--- src/rtl/brs_pkg.sv ---
package brs_pkg;
  localparam int WIN_BITS = 5;

  typedef enum logic [1:0] {
    OP_NOP       = 2'b00,
    OP_BURST_ON  = 2'b01,
    OP_BURST_OFF = 2'b10,
    OP_SOFT_RST  = 2'b11
  } brs_op_e;
endpackage

--- src/rtl/brs_mode_ctrl.sv ---
module brs_mode_ctrl
  import brs_pkg::*;
(
  input  logic       clk,
  input  logic       rst_n,
  input  logic       cmd_valid,
  input  logic [1:0] cmd_op,
  output logic       mode_o,
  output logic       leave_o
);
  brs_op_e op;
  logic    mode_q;
  logic    enter;

  assign op      = brs_op_e'(cmd_op);
  assign leave_o = mode_q && cmd_valid && (op == OP_BURST_OFF);
  assign enter   = !mode_q && cmd_valid && (op == OP_BURST_ON);
  assign mode_o  = mode_q;

  // soft reset and no-op fall through: mode is untouched
  always_ff @(posedge clk or negedge rst_n) begin
    if (!rst_n)       mode_q <= 1'b0;
    else if (leave_o) mode_q <= 1'b0;
    else if (enter)   mode_q <= 1'b1;
  end

  AST_SOFT_RST_KEEPS_MODE: assert property (@(posedge clk) disable iff (!rst_n)
    (mode_q && cmd_valid && op == OP_SOFT_RST) |=> mode_q);
  AST_OFF_CMD_EXITS: assert property (@(posedge clk) disable iff (!rst_n)
    (cmd_valid && op == OP_BURST_OFF) |=> !mode_q);
  AST_ON_CMD_ENTERS: assert property (@(posedge clk) disable iff (!rst_n)
    (cmd_valid && op == OP_BURST_ON) |=> mode_q);
endmodule

--- src/rtl/brs_lat_timer.sv ---
module brs_lat_timer #(
  parameter int LAT = 4
) (
  input  logic clk,
  input  logic rst_n,
  input  logic start_i,
  output logic done_o
);
  localparam int WW = $clog2(LAT + 1);

  logic [WW-1:0] wait_q;

  always_ff @(posedge clk or negedge rst_n) begin
    if (!rst_n)               wait_q <= '0;
    else if (start_i)         wait_q <= WW'(LAT);
    else if (wait_q != '0)    wait_q <= wait_q - 1'b1;
  end

  assign done_o = (wait_q == '0);

  AST_LOAD_RESTARTS_WAIT: assert property (@(posedge clk) disable iff (!rst_n)
    start_i |=> !done_o);
endmodule

--- src/rtl/brs_win_addr.sv ---
module brs_win_addr
  import brs_pkg::*;
#(
  parameter int AW = 12
) (
  input  logic          clk,
  input  logic          rst_n,
  input  logic          load_i,
  input  logic          step_i,
  input  logic [AW-1:0] ld_addr_i,
  output logic [AW-1:0] rd_addr_o,
  output logic          last_o
);
  localparam int HI_W = AW - WIN_BITS;
  localparam logic [WIN_BITS-1:0] LAST_POS = '1;

  logic [HI_W-1:0]     hi_q;
  logic [WIN_BITS-1:0] off_q;
  logic [WIN_BITS-1:0] cnt_q;
  logic [WIN_BITS-1:0] off_nxt;

  assign off_nxt = WIN_BITS'(off_q + 1'b1);

  always_ff @(posedge clk or negedge rst_n) begin
    if (!rst_n) begin
      hi_q  <= '0;
      off_q <= '0;
      cnt_q <= '0;
    end else if (load_i) begin
      hi_q  <= ld_addr_i[AW-1:WIN_BITS];
      off_q <= ld_addr_i[WIN_BITS-1:0];
      cnt_q <= '0;
    end else if (step_i) begin
      off_q <= off_nxt;
      cnt_q <= WIN_BITS'(cnt_q + 1'b1);
    end
  end

  // address the array with the word wanted after this edge
  always_comb begin
    if (load_i)      rd_addr_o = ld_addr_i;
    else if (step_i) rd_addr_o = {hi_q, off_nxt};
    else             rd_addr_o = {hi_q, off_q};
  end

  assign last_o = (cnt_q == LAST_POS);

  AST_WIN_WRAP: assert property (@(posedge clk) disable iff (!rst_n)
    step_i && !load_i |=> off_q == WIN_BITS'($past(off_q) + 1'b1));
  AST_HI_FIXED: assert property (@(posedge clk) disable iff (!rst_n)
    !load_i |=> $stable(hi_q));
  AST_CNT_CLEAR: assert property (@(posedge clk) disable iff (!rst_n)
    load_i |=> cnt_q == '0);
  AST_CNT_HOLD: assert property (@(posedge clk) disable iff (!rst_n)
    (!load_i && !step_i) |=> $stable(cnt_q) && $stable(off_q));
endmodule

--- src/rtl/burst_rd_seq.sv ---
module burst_rd_seq
  import brs_pkg::*;
#(
  parameter int AW       = 12,
  parameter int DW       = 16,
  parameter int INIT_LAT = 4
) (
  input  logic          clk,
  input  logic          rst_n,
  input  logic          cmd_valid,
  input  logic [1:0]    cmd_op,
  input  logic          ce_n,
  input  logic          oe_n,
  input  logic          load_n,
  input  logic          adv_n,
  input  logic [AW-1:0] addr_in,
  output logic          mem_rd_en,
  output logic [AW-1:0] mem_rd_addr,
  input  logic [DW-1:0] mem_rd_data,
  output logic [DW-1:0] dout,
  output logic          dout_oe,
  output logic          dout_valid,
  output logic          eob_n,
  output logic          burst_mode
);
  logic mode_q;
  logic leave;
  logic load_go;
  logic step_go;
  logic act_q;
  logic done;
  logic last;

  brs_mode_ctrl u_mode (
    .clk       (clk),
    .rst_n     (rst_n),
    .cmd_valid (cmd_valid),
    .cmd_op    (cmd_op),
    .mode_o    (mode_q),
    .leave_o   (leave)
  );

  assign load_go = mode_q && !leave && !ce_n && !load_n;
  assign step_go = mode_q && !leave && !ce_n && load_n && act_q && done
                   && !adv_n && !oe_n;

  brs_lat_timer #(.LAT(INIT_LAT)) u_lat (
    .clk     (clk),
    .rst_n   (rst_n),
    .start_i (load_go),
    .done_o  (done)
  );

  brs_win_addr #(.AW(AW)) u_addr (
    .clk       (clk),
    .rst_n     (rst_n),
    .load_i    (load_go),
    .step_i    (step_go),
    .ld_addr_i (addr_in),
    .rd_addr_o (mem_rd_addr),
    .last_o    (last)
  );

  always_ff @(posedge clk or negedge rst_n) begin
    if (!rst_n)                       act_q <= 1'b0;
    else if (!mode_q || leave || ce_n) act_q <= 1'b0;
    else if (load_go)                 act_q <= 1'b1;
  end

  assign mem_rd_en  = load_go || act_q;
  assign dout_valid = act_q && done;
  assign dout_oe    = dout_valid && !oe_n && !ce_n;
  assign dout       = dout_oe ? mem_rd_data : '0;
  assign eob_n      = !(dout_valid && last);
  assign burst_mode = mode_q;

  AST_ASYNC_QUIET: assert property (@(posedge clk) disable iff (!rst_n)
    !mode_q |-> (!dout_valid && !dout_oe && eob_n));
  AST_CE_ENDS_BURST: assert property (@(posedge clk) disable iff (!rst_n)
    (mode_q && !leave && ce_n) |=> (!dout_valid && mode_q));
  AST_EOB_SINGLE_WORD: assert property (@(posedge clk) disable iff (!rst_n)
    (!eob_n && step_go) |=> eob_n);
  AST_OE_HIGH_DARK: assert property (@(posedge clk) disable iff (!rst_n)
    (oe_n && dout_valid) |-> (dout == '0));
endmodule

--- config.mk ---
export PLATFORM = sky130hd
export DESIGN_NAME = burst_rd_seq
export DESIGN_NICKNAME = d
export VERILOG_FILES = /design/src/rtl/brs_pkg.sv /design/src/rtl/brs_mode_ctrl.sv /design/src/rtl/brs_lat_timer.sv /design/src/rtl/brs_win_addr.sv /design/src/rtl/burst_rd_seq.sv
export SDC_FILE = /design/constraint.sdc
export NUM_CORES = 1
export LEC_CHECK = 0
export ABC_AREA = 1
export CAP_MARGIN = 20
export CORE_ASPECT_RATIO = 0.75
export CORE_MARGIN = 2
export CORE_UTILIZATION = 44
export CTS_BUF_LIST = sky130_fd_sc_hd__clkbuf_2
export DETAILED_ROUTE_END_ITERATION = 10
export PLACE_DENSITY = 0.95
export REMOVE_ABC_BUFFERS = 1
export SETUP_SLACK_MARGIN = 0.1
export SYNTH_ARGS = -nofsm -noshare
export SYNTH_HDL_FRONTEND = slang
export SYNTH_HIERARCHICAL = 1
export SYNTH_SLANG_ARGS = --single-unit
--- constraint.sdc ---
create_clock -name clk -period 3.3 [get_ports clk]
set_clock_uncertainty 0.1 [all_clocks]
set_input_delay 0.33 -clock clk [delete_from_list [all_inputs] [get_ports clk]]
set_output_delay 0.33 -clock clk [all_outputs]
set_load 0.005 [all_outputs]
# --- Yosys cells after proc, flatten, opt, wreduce, memory -nomap -nowiden ---
# Index checks and enable logic that the tools add are counted.
totals:
  out_inout_bits: 33
  in_bits: 37
  elab_cells: 57
  register_bits: 22
classes:
  eq_ne: 3
  n_reduce_logical: 32
  addsub: 3
  muxes: 13
op_table:
  columns: ["cell", "n"]
  rows:
  - ["$mux 5", 5]
  - ["$logic_and 1x1->1", 16]
  - ["$mux 16", 1]
  - ["$mux 12", 1]
  - ["$add 5x1->5 const B", 2]
  - ["$reduce_bool 2->1", 4]
  - ["$logic_not 1->1", 7]
  - ["$mux 3", 2]
  - ["$eq 5x5->1 const B", 1]
  - ["$mux 1", 4]
  - ["$logic_not 3->1", 1]
  - ["$logic_or 1x1->1", 3]
  - ["$reduce_bool 3->1", 1]
  - ["$sub 3x1->3 const B", 1]
  - ["$eq 2x1->1 const B", 1]
  - ["$eq 2x2->1 const B", 1]

# --- Longest topological paths before layout ---
# Gate-level depths: netlist (run 1).
depth:
  ltp_word: 12
  ltp_mapped: 11
  depth_no_buf: 11

# --- Hierarchy ---
# The synthesis (run 1) kept the hierarchy.
modules_own_cells:
  columns: ["mod", "cells_per_inst", "n_inst", "seq_area_each_um2", "area_each_um2"]
  rows:
  - ["brs_win_addr", 96, 1, 425.4, 815.8]
  - ["burst_rd_seq", 52, 1, 25.0, 271.5]
  - ["brs_lat_timer", 23, 1, 75.1, 177.7]
  - ["brs_mode_ctrl", 10, 1, 25.0, 62.6]

# --- Worst setup path before layout (run 1) ---
# OpenSTA, ideal clock, no wires.
synth_timing:
  path_kind: "flip-flop to output port"
  from: "reg u_lat.wait_q[0]"
  to: "out mem_rd_addr[2]"
  n_path_buf: 0
  setup_slack_ns: 1.318
  t_required_ns: 2.870
  path_stages_with_launch: 11
  t_arrival_ns: 1.552
  cell_sequence: "dfrtp_1 > inv_1 > ha_1 > nand2_2 > inv_1 > nand2_1 > nor2_1 > inv_2 > nor2_4 > inv_2 > o21ai_1"
synth_between:
  elab_chain_len: 6
synth_rtl:
  columns: ["element", "line", "rtl"]
  rows:
  - ["start, declared", "brs_lat_timer.sv:11", "logic [WW-1:0] wait_q;"]
  - ["start signal, assigned", "brs_lat_timer.sv:15", "else if (start_i) wait_q <= WW'(LAT);"]
  - ["start signal, assigned", "brs_lat_timer.sv:16", "else if (wait_q != '0) wait_q <= wait_q - 1'b1;"]
  - ["$logic_not 3->1", "brs_lat_timer.sv:19", "assign done_o = (wait_q == '0);"]
  - ["named net done", "burst_rd_seq.sv:31", "logic done;"]
  - ["$logic_and 1x1->1", "burst_rd_seq.sv:44", "assign step_go = mode_q && !leave && !ce_n && load_n && act_q && done"]
  - ["$logic_and 1x1->1 (2 in series)", "burst_rd_seq.sv:45", "&& !adv_n && !oe_n;"]
  - ["named net step_go", "burst_rd_seq.sv:29", "logic step_go;"]
  - ["$mux 5", "brs_win_addr.sv:42", "else if (step_i) rd_addr_o = {hi_q, off_nxt};"]
  - ["$mux 12", "brs_win_addr.sv:41", "if (load_i) rd_addr_o = ld_addr_i;"]
  - ["end, declared", "burst_rd_seq.sv:18", "output logic [AW-1:0] mem_rd_addr,"]
# The timed path passes the listed nets, and every way through them passes these cells.

# --- Final worst setup path (run 1) ---
layout_timing:
  from: "reg u_lat.wait_q[0]"
  to: "out mem_rd_addr[3]"
# The elaborated chain is that of the path after synthesis.

==> results of run 1 <==
-- power by group --
group / internal (uW) / leakage (uW) / switching [uW]
Clock: 26.4 / 0.0000140 / 80.0
Combinational: 220 / 0.000780 / 189
Sequential: 339 / 0.000279 / 48.6
Total: 585 / 0.00107 / 318
-- kinds of logic after synthesis --
family / Yosys count
AND/OR/NAND/NOR: 100
buffers and inverters: 41
flip-flops: 22
AO/OA/AOI/OAI: 11
adder cells (fa/ha/maj): 5
XOR/XNOR: 2
-- how the worst max path moves through the flow --
stage                         start         endpoint  slack [ps]  cells after the start
finish              u_lat/wait_q[0]   mem_rd_addr[3]         340                     11
global route        u_lat/wait_q[0]   mem_rd_addr[3]         140                     11
CTS                 u_lat/wait_q[0]   mem_rd_addr[3]         210                     11
detailed placement        cmd_op[0]   mem_rd_addr[3]         290                     12
global placement          cmd_op[0]   mem_rd_addr[2]         410                     12
floorplan             u_mode/mode_o  mem_rd_addr[10]        1240                      8
-- state kept, by name, indices dropped and copies added (netlist names) --
register and flops:
u_addr/off_q 5, act_q 1, u_lat/wait_q 3, u_addr/cnt_q 5, u_addr/hi_q 7, u_mode/mode_o 1
-- area by class of cell --
cell class / count / area, um2 / area share
inverter: 38 / 142.6 / 0.06888
tap: 38 / 47.55 / 0.02296
multi-input combinational: 118 / 613.1 / 0.2961
clock buffer: 3 / 15.01 / 0.007251
clock inverter: 1 / 3.754 / 0.001813
timing repair buffer: 70 / 698.2 / 0.3372
sequential: 22 / 550.5 / 0.2659
-- synth_stat cells --
cell type | count | area [um2]
a22oi_1 | 2 | 15.01
a22o_1 | 2 | 17.52
nand4_1 | 5 | 31.28
xnor2_1 | 2 | 17.52
nand2_2 | 1 | 6.260
nand3b_1 | 1 | 7.510
clkinv_1 | 1 | 3.750
buf_6 | 1 | 11.26
nand2_4 | 1 | 11.26
ha_1 | 5 | 62.56
o21ai_1 | 4 | 20.02
buf_4 | 1 | 7.510
inv_2 | 4 | 15.01
dfrtp_1 | 22 | 550.5
nand2_1 | 52 | 195.2
and3_1 | 1 | 6.260
o21ai_0 | 1 | 5.000
a21oi_1 | 1 | 5.000
a21boi_1 | 1 | 7.510
nor2_2 | 9 | 56.30
nor2_1 | 18 | 67.56
nand3_1 | 9 | 45.04
buf_2 | 1 | 5.000
nor2_4 | 3 | 33.78
inv_1 | 33 | 123.9
-- worst reg2reg max path, stage by stage (launching register included) --
cell and delay (ps):
dfrtp_1 470, nand4_1 150, inv_1 50, nor2_1 140, nand3b_1 140, inv_1 130, buf_4 240, nor2_2 110
a22oi_1 200, nand2_1 90
-- routing by layer --
| layer | wire, um | up-vias |
|---|---|---|
| li1 | - | 694 |
| met1 | 1223 | 604 |
| met2 | 1349 | 65 |
| met3 | 364 | 4 |
| met4 | 31 | 0 |
| met5 | 0 | - |
-- timing repair --
action,in CTS,in global routing
endpoints found under the setup margin,0,4
resized for setup,0,1
setup buffers,0,0
hold endpoints to repair,0,0
-- stage by stage --
| step | util | total power [uW] | cells | cell area (um2) | setup WS (ps) |
|---|---|---|---|---|---|
| 2_1_floorplan | - | 590.2 | 178 | 1304 | 1243 |
| 3_3_place_gp | 0.7033 | 782.5 | 286 | 2049 | 410.3 |
| 3_5_place_dp | 0.7033 | 803.7 | 286 | 2049 | 286.3 |
| 4_1_cts | 0.7097 | 908.3 | 290 | 2068 | 206.9 |
| 5_1_grt | 0.7106 | 975.5 | 290 | 2071 | 137.8 |
| 6_report | 0.7106 | 902.5 | 290 | 2071 | 338.9 |
==> summary.md, run 1 <==
| Metric | Value |
|---|---|
| Die height | `a little over 50 um` |
| CTS Root Cell | `clkbuf_2` |
| Xor-xnor portion of the synthesized cell area | `0.01320` |
| Avg Cell Area, Syn | `approximately 7.3 um2` |
| ANT nets after route | `0` |
| Critical path launch point type | `register` |
| First-pass GRT wire length | `approximately 4800 um` |
| Combinational family with the most area after synthesis | `simple AND/OR/NAND/NOR gates` |
| Synthesis-to-layout area growth | `55.99%` |
| CP delay by family, top | `simple AND/OR/NAND/NOR gates` |
| Worst hold path class | `input pin to async pin` |
| Crit-path max cell delay | `490 ps` |
| Fillers | `240` |
| Worst r2r src | `u_mode/mode_o` |
| Distinct cells, synth | `25` |
| Adder-Cell Fraction of Synth Area | `0.04713` |
| Vias in the first global route | `about 1200` |
| Max Buffers Root-to-Sink | `2` |
| Peak VDD IR | `~0.00037 V` |
| Final Cycle Share | `0.8973` |
| Final Max Tran Viols | `0` |
| Post-synthesis mux area share | `0` |
| # port buffers | `69` |
| Cts hold-fix bufs | `0` |
| R2R Path End | `u_addr/off_q[3]` |
| Vias/cell | `roughly 4.7` |
| GRT met3 Usage | `0.04545` |
| Achievable Freq | `~340 MHz` |
| I/O pin cnt | `70` |
| Power Density | `about 440 nW/um2` |
| Via count | `around 1400` |
| Simple-Gate Fraction of Synth Area | `0.3468` |
| M2 GR Usage | `0.3251` |
| # rows | `17` |
| Largest net degree at the start of global routing | `23` |
| GRT busiest layer | `met2` |
| Most common cell after layout, fill and taps aside | `clkdlybuf4s50_1` |
| Leakage | `0.001074 uW` |
| Wirelength per Cell | `just over 10 um` |
| Critical path capture point type | `output pin` |
| Post-Syn Area | `roughly 1300 um2` |
| Post-Route WL | `roughly 3000 um` |
| Cells along the critical path | `inv_1 > ha_1 > nand2_2 > inv_1 > nand2_1 > nor2_2 > inv_2 > nor2_4 > nand3_1 > nand2_1 > clkdlybuf4s50_1` |
| Max-Cap Viols | `0` |
| Reg2reg path depth | `9` |
| Layout cells sized above 1 | `0.09127` |
| Required @ worst endpoint | `roughly 2900 ps` |
| Cells after Synth | `181` |
| Tmin final | `2961 ps` |
| DR iter-0 viols | `21` |
| Num CTS Buffers | `3` |
| DRC | `0` |
| Gpl congestion | `about 0.82` |
| CTS tree | `built` |
| Clk slew on worst S/H paths | `200 ps` |
| Initial Util | `0.4556` |
| Register-to-Register Setup Slack | `1400 ps` |
| Status | `completed` |
| Worst Tran Pin Value | `a little over 900 ps` |
| Total GRT Usage | `0.1803` |
| Hold_ws | `about 400 ps` |
| Worst path bufs/invs | `4` |
| Die Area | `roughly 3500 um2` |
| Initial antenna violation count | `0` |
| Worst-path fanout max | `6` |
| Core ar. | `between 2000 and 3000 um2` |
| Final nets | `just under 300` |
| Register area share after synthesis | `0.4147` |
| Endpoints failing setup | `0` |
| Setup TNS | `0 ps` |
| Clock Latency Late Sink | `around 320 ps` |
| Commonest non-fill, non-tap cells in the layout | `clkdlybuf4s50_1, nand2_1, inv_1, dfrtp_1, nor2_1` |
| N_diodes | `0` |
| Arr. time, crit path | `approximately 2500 ps` |
| # clock sinks | `22` |
| GR Overflow Total | `0` |
| Slowest CP cell | `clkdlybuf4s50_1` |
| RSZ-0062 raised after global routing | `no` |
| Post-DP HPWL | `2481 um` |
| CP Class | `register to output pin` |
| H-tree depth | `1` |
| Synth Warn # | `6` |
| Slew Limit Headroom | `0.3830` |
| DR pass1 iterations | `6` |
| Chip width | `slightly below 70 um` |
| Synth Area in Compound Gates | `0.05278` |
| Met1 Use GR | `0.2139` |
| Fin. Hold Viols | `0` |
| Register bit total from synthesis | `22` |
No activity file was read; power rests on OpenSTA's default activity.
==> run 2, diff against run 1 <==
--- a/config.mk
+++ b/config.mk
@@ -9,5 +9,5 @@
 export CAP_MARGIN = 20
 export CORE_ASPECT_RATIO = 0.75
-export CORE_MARGIN = 2
+export CORE_MARGIN = 3
 export CORE_UTILIZATION = 44
 export CTS_BUF_LIST = sky130_fd_sc_hd__clkbuf_2
==> constraint.sdc (replaced) <==
create_clock -name clk -period 3.3 [get_ports clk]
set_clock_uncertainty 0.1 [all_clocks]
set_input_delay 0.33 -clock clk [delete_from_list [all_inputs] [get_ports clk]]
set_output_delay 0.33 -clock clk [all_outputs]
set_load 0.02 [all_outputs]
==> summary.md, run 2 (synthesized netlist as in run 1, its figures left out) <==
| Metric | Value |
|---|---|
| Worst Tran Pin Value | `935.8 ps (+13.18 ps)` |
| # clock sinks | `22 (unchanged)` |
| Initial antenna violation count | `0 (unchanged)` |
| Worst hold path class | `register to register` |
| Register-to-Register Setup Slack | `1500 ps (+100 ps)` |
| Slew Limit Headroom | `0.3742 (-0.008817)` |
| ANT nets after route | `0 (unchanged)` |
| Max reg flops | `7 (unchanged)` |
| CTS tree | `built` |
| Vias in the first global route | `1211 (-0.083%)` |
| Post-DP HPWL | `2622 um (+5.7%)` |
| Fin. Hold Viols | `0 (unchanged)` |
| Final nets | `295 (unchanged)` |
| Endpoints failing setup | `0 (unchanged)` |
| Synthesis-to-layout area growth | `56.17%` |
| CP Class | `register to output pin` |
| N_diodes | `0 (unchanged)` |
| Post-Route WL | `3173 um (+6.9%)` |
| Max Buffers Root-to-Sink | `2 (unchanged)` |
| Tmin final | `2940 ps (-21.31 ps)` |
| First-pass GRT wire length | `5126 um (+7.1%)` |
| Largest net degree at the start of global routing | `23 (unchanged)` |
| Placed Instances | `284 (-0.70%)` |
| Clk slew on worst S/H paths | `190 ps (about the same)` |
| Int Pwr | `584.8 uW (about the same)` |
| Setup TNS | `0 ps (unchanged)` |
| DR pass1 iterations | `4 (-2)` |
| Core ar. | `2743 um2 (-5.9%)` |
| Most common cell after layout, fill and taps aside | `clkdlybuf4s50_1` |
| Sw frac | `0.3866 (+0.03435)` |
| Peak VDD IR | `0.0003735 V (+2.3%)` |
| Status | `completed` |
| Number of setup buffers added after CTS | `0 (unchanged)` |
| Final Cycle Share | `0.8909 (-0.006459)` |
| Gpl congestion | `0.8307 (+1.3%)` |
| Reg2reg path depth | `11 (+2)` |
| GR Overflow Total | `0 (unchanged)` |
| Chip width | `69.43 um (+3.0%)` |
| RSZ-0062 raised after global routing | `no` |
| Max-Cap Viols | `0 (unchanged)` |
| Cts hold-fix bufs | `0 (unchanged)` |
| Top reg by flops | `u_addr/hi_q` |
| Fin cells | `288 (-0.69%)` |
| Arr. time, crit path | `2510 ps (-20 ps)` |
| DRC | `0 (unchanged)` |
| Fillers | `206 (-14%)` |
| CTS Root Cell | `clkbuf_2` |
| Biggest regs | `u_addr/hi_q: 7 flops, u_addr/cnt_q: 5 flops, u_addr/off_q: 5 flops` |
| Die Area | `3719 um2 (+7.0%)` |
| Clock share of power | `0.104 (-0.014)` |
| Combinational share of power | `0.492 (+0.039)` |
| Die height | `53.57 um (+3.9%)` |
| Vias/cell | `4.663 (-1.1%)` |
| # port buffers | `69 (unchanged)` |
| Total GRT Usage | `0.1735 (-0.006804)` |
| H-tree depth | `1 (unchanged)` |
| Layout cells sized above 1 | `0.09127 (unchanged)` |
| Critical path launch point type | `register` |
| Required @ worst endpoint | `2870 ps (about the same)` |
| Final Max Tran Viols | `0 (unchanged)` |
| Via count | `1343 (-1.8%)` |
| Clock Latency Late Sink | `310 ps (about the same)` |
| Num CTS Buffers | `3 (unchanged)` |
| Achievable Freq | `340.2 MHz (+0.73%)` |
| Leakage | `0.001074 uW (about the same)` |
| Seq pwr share | `0.404 (-0.025)` |
| I/O pin cnt | `70 (unchanged)` |
| Hold path depth | `2` |
| NetSw | `368.6 uW (+16%)` |
| DR iter-0 viols | `28 (+33%)` |
| Power Density | `459.9 nW/um2 (+5.5%)` |
| Wirelength per Cell | `11.02 um (+7.6%)` |
| Commonest non-fill, non-tap cells in the layout | `clkdlybuf4s50_1, nand2_1, inv_1, dfrtp_1, nor2_1` |
| Critical path capture point type | `output pin` |
| # rows | `16 (-1)` |
| Worst-path fanout max | `6 (unchanged)` |
| Initial Util | `0.4840 (+0.02847)` |
==> run 2: per-stage QoR <==
step | cell area (um2) | power (uW) | utilization | hold WS (ps) | setup slack, ps
after detailed placement | 2047 | 862.6 | 0.7464 | 358.7 | 269.5
after floorplan | 1304 | 655.3 | - | -65.59 | 1072
after CTS | 2066 | 963.6 | 0.7532 | 395.8 | 160.1
final | 2073 | 953.5 | 0.7559 | 392.1 | 360.2
after global routing | 2073 | 1032 | 0.7559 | 419.9 | 133.1
after global placement | 2047 | 849.9 | 0.7464 | 353.7 | 310.2
==> run 2: metal layers <==
| layer | part of all wire | track usage | routed length, um | vias up |
|---|---|---|---|---|
| met3 | 0.11 | 0.06343 | 334 | 2 |
| met4 | 0.0044 | 0.06494 | 14 | 0 |
| met5 | 0 | 0 | 0 | - |
| met1 | 0.45 | 0.2079 | 1423 | 584 |
| li1 | - | - | - | 691 |
| met2 | 0.44 | 0.2927 | 1401 | 66 |
==> run 2: what timing repair did <==
item	in CTS	in global routing
resized for setup	0	2
endpoints found under the setup margin	0	5
endpoints found under the hold margin	0	0
==> run 2: layout make-up <==
cell class,count,area (um2),share of cell area
Sequential cell,22,550.5,0.2655
Timing Repair Buffer,70,698.2,0.3368
Tap cell,36,45.04,0.02173
Clock buffer,3,15.01,0.007242
Multi-Input combinational cell,118,618.1,0.2981
Clock inverter,1,3.754,0.001810
Inverter,38,142.6,0.06880
==> run 2: worst paths after layout <==
check / from / to
max: u_lat/wait_q[0] / mem_rd_addr[1]
min: u_addr/hi_q[1] / u_addr/hi_q[1]
max reg2reg: u_lat/wait_q[0] / u_addr/cnt_q[3]
min reg2reg: u_addr/hi_q[1] / u_addr/hi_q[1]
max in group asynchronous: rst_n / u_addr/off_q[4]
min in group asynchronous: rst_n / u_addr/hi_q[0]
==> run 2: power groups by stage <==
stage	logic, uW	registers [uW]	clock network (uW)
3_3_place_gp	463	387	0
3_5_place_dp	472	391	0
5_1_grt	521	394	118
6_report	469	385	98.9
2_1_floorplan	271	384	0
4_1_cts	475	384	105
==> run 2: critical path: stages (launching register included) <==
cell and delay (ps):
dfrtp_1 420, inv_1 90, ha_1 230, nand2_2 80, inv_1 70, nand2_1 100, nor2_4 210, inv_2 60
nor2_4 150, nand2_1 110, nand3_1 80, clkdlybuf4s50_1 600
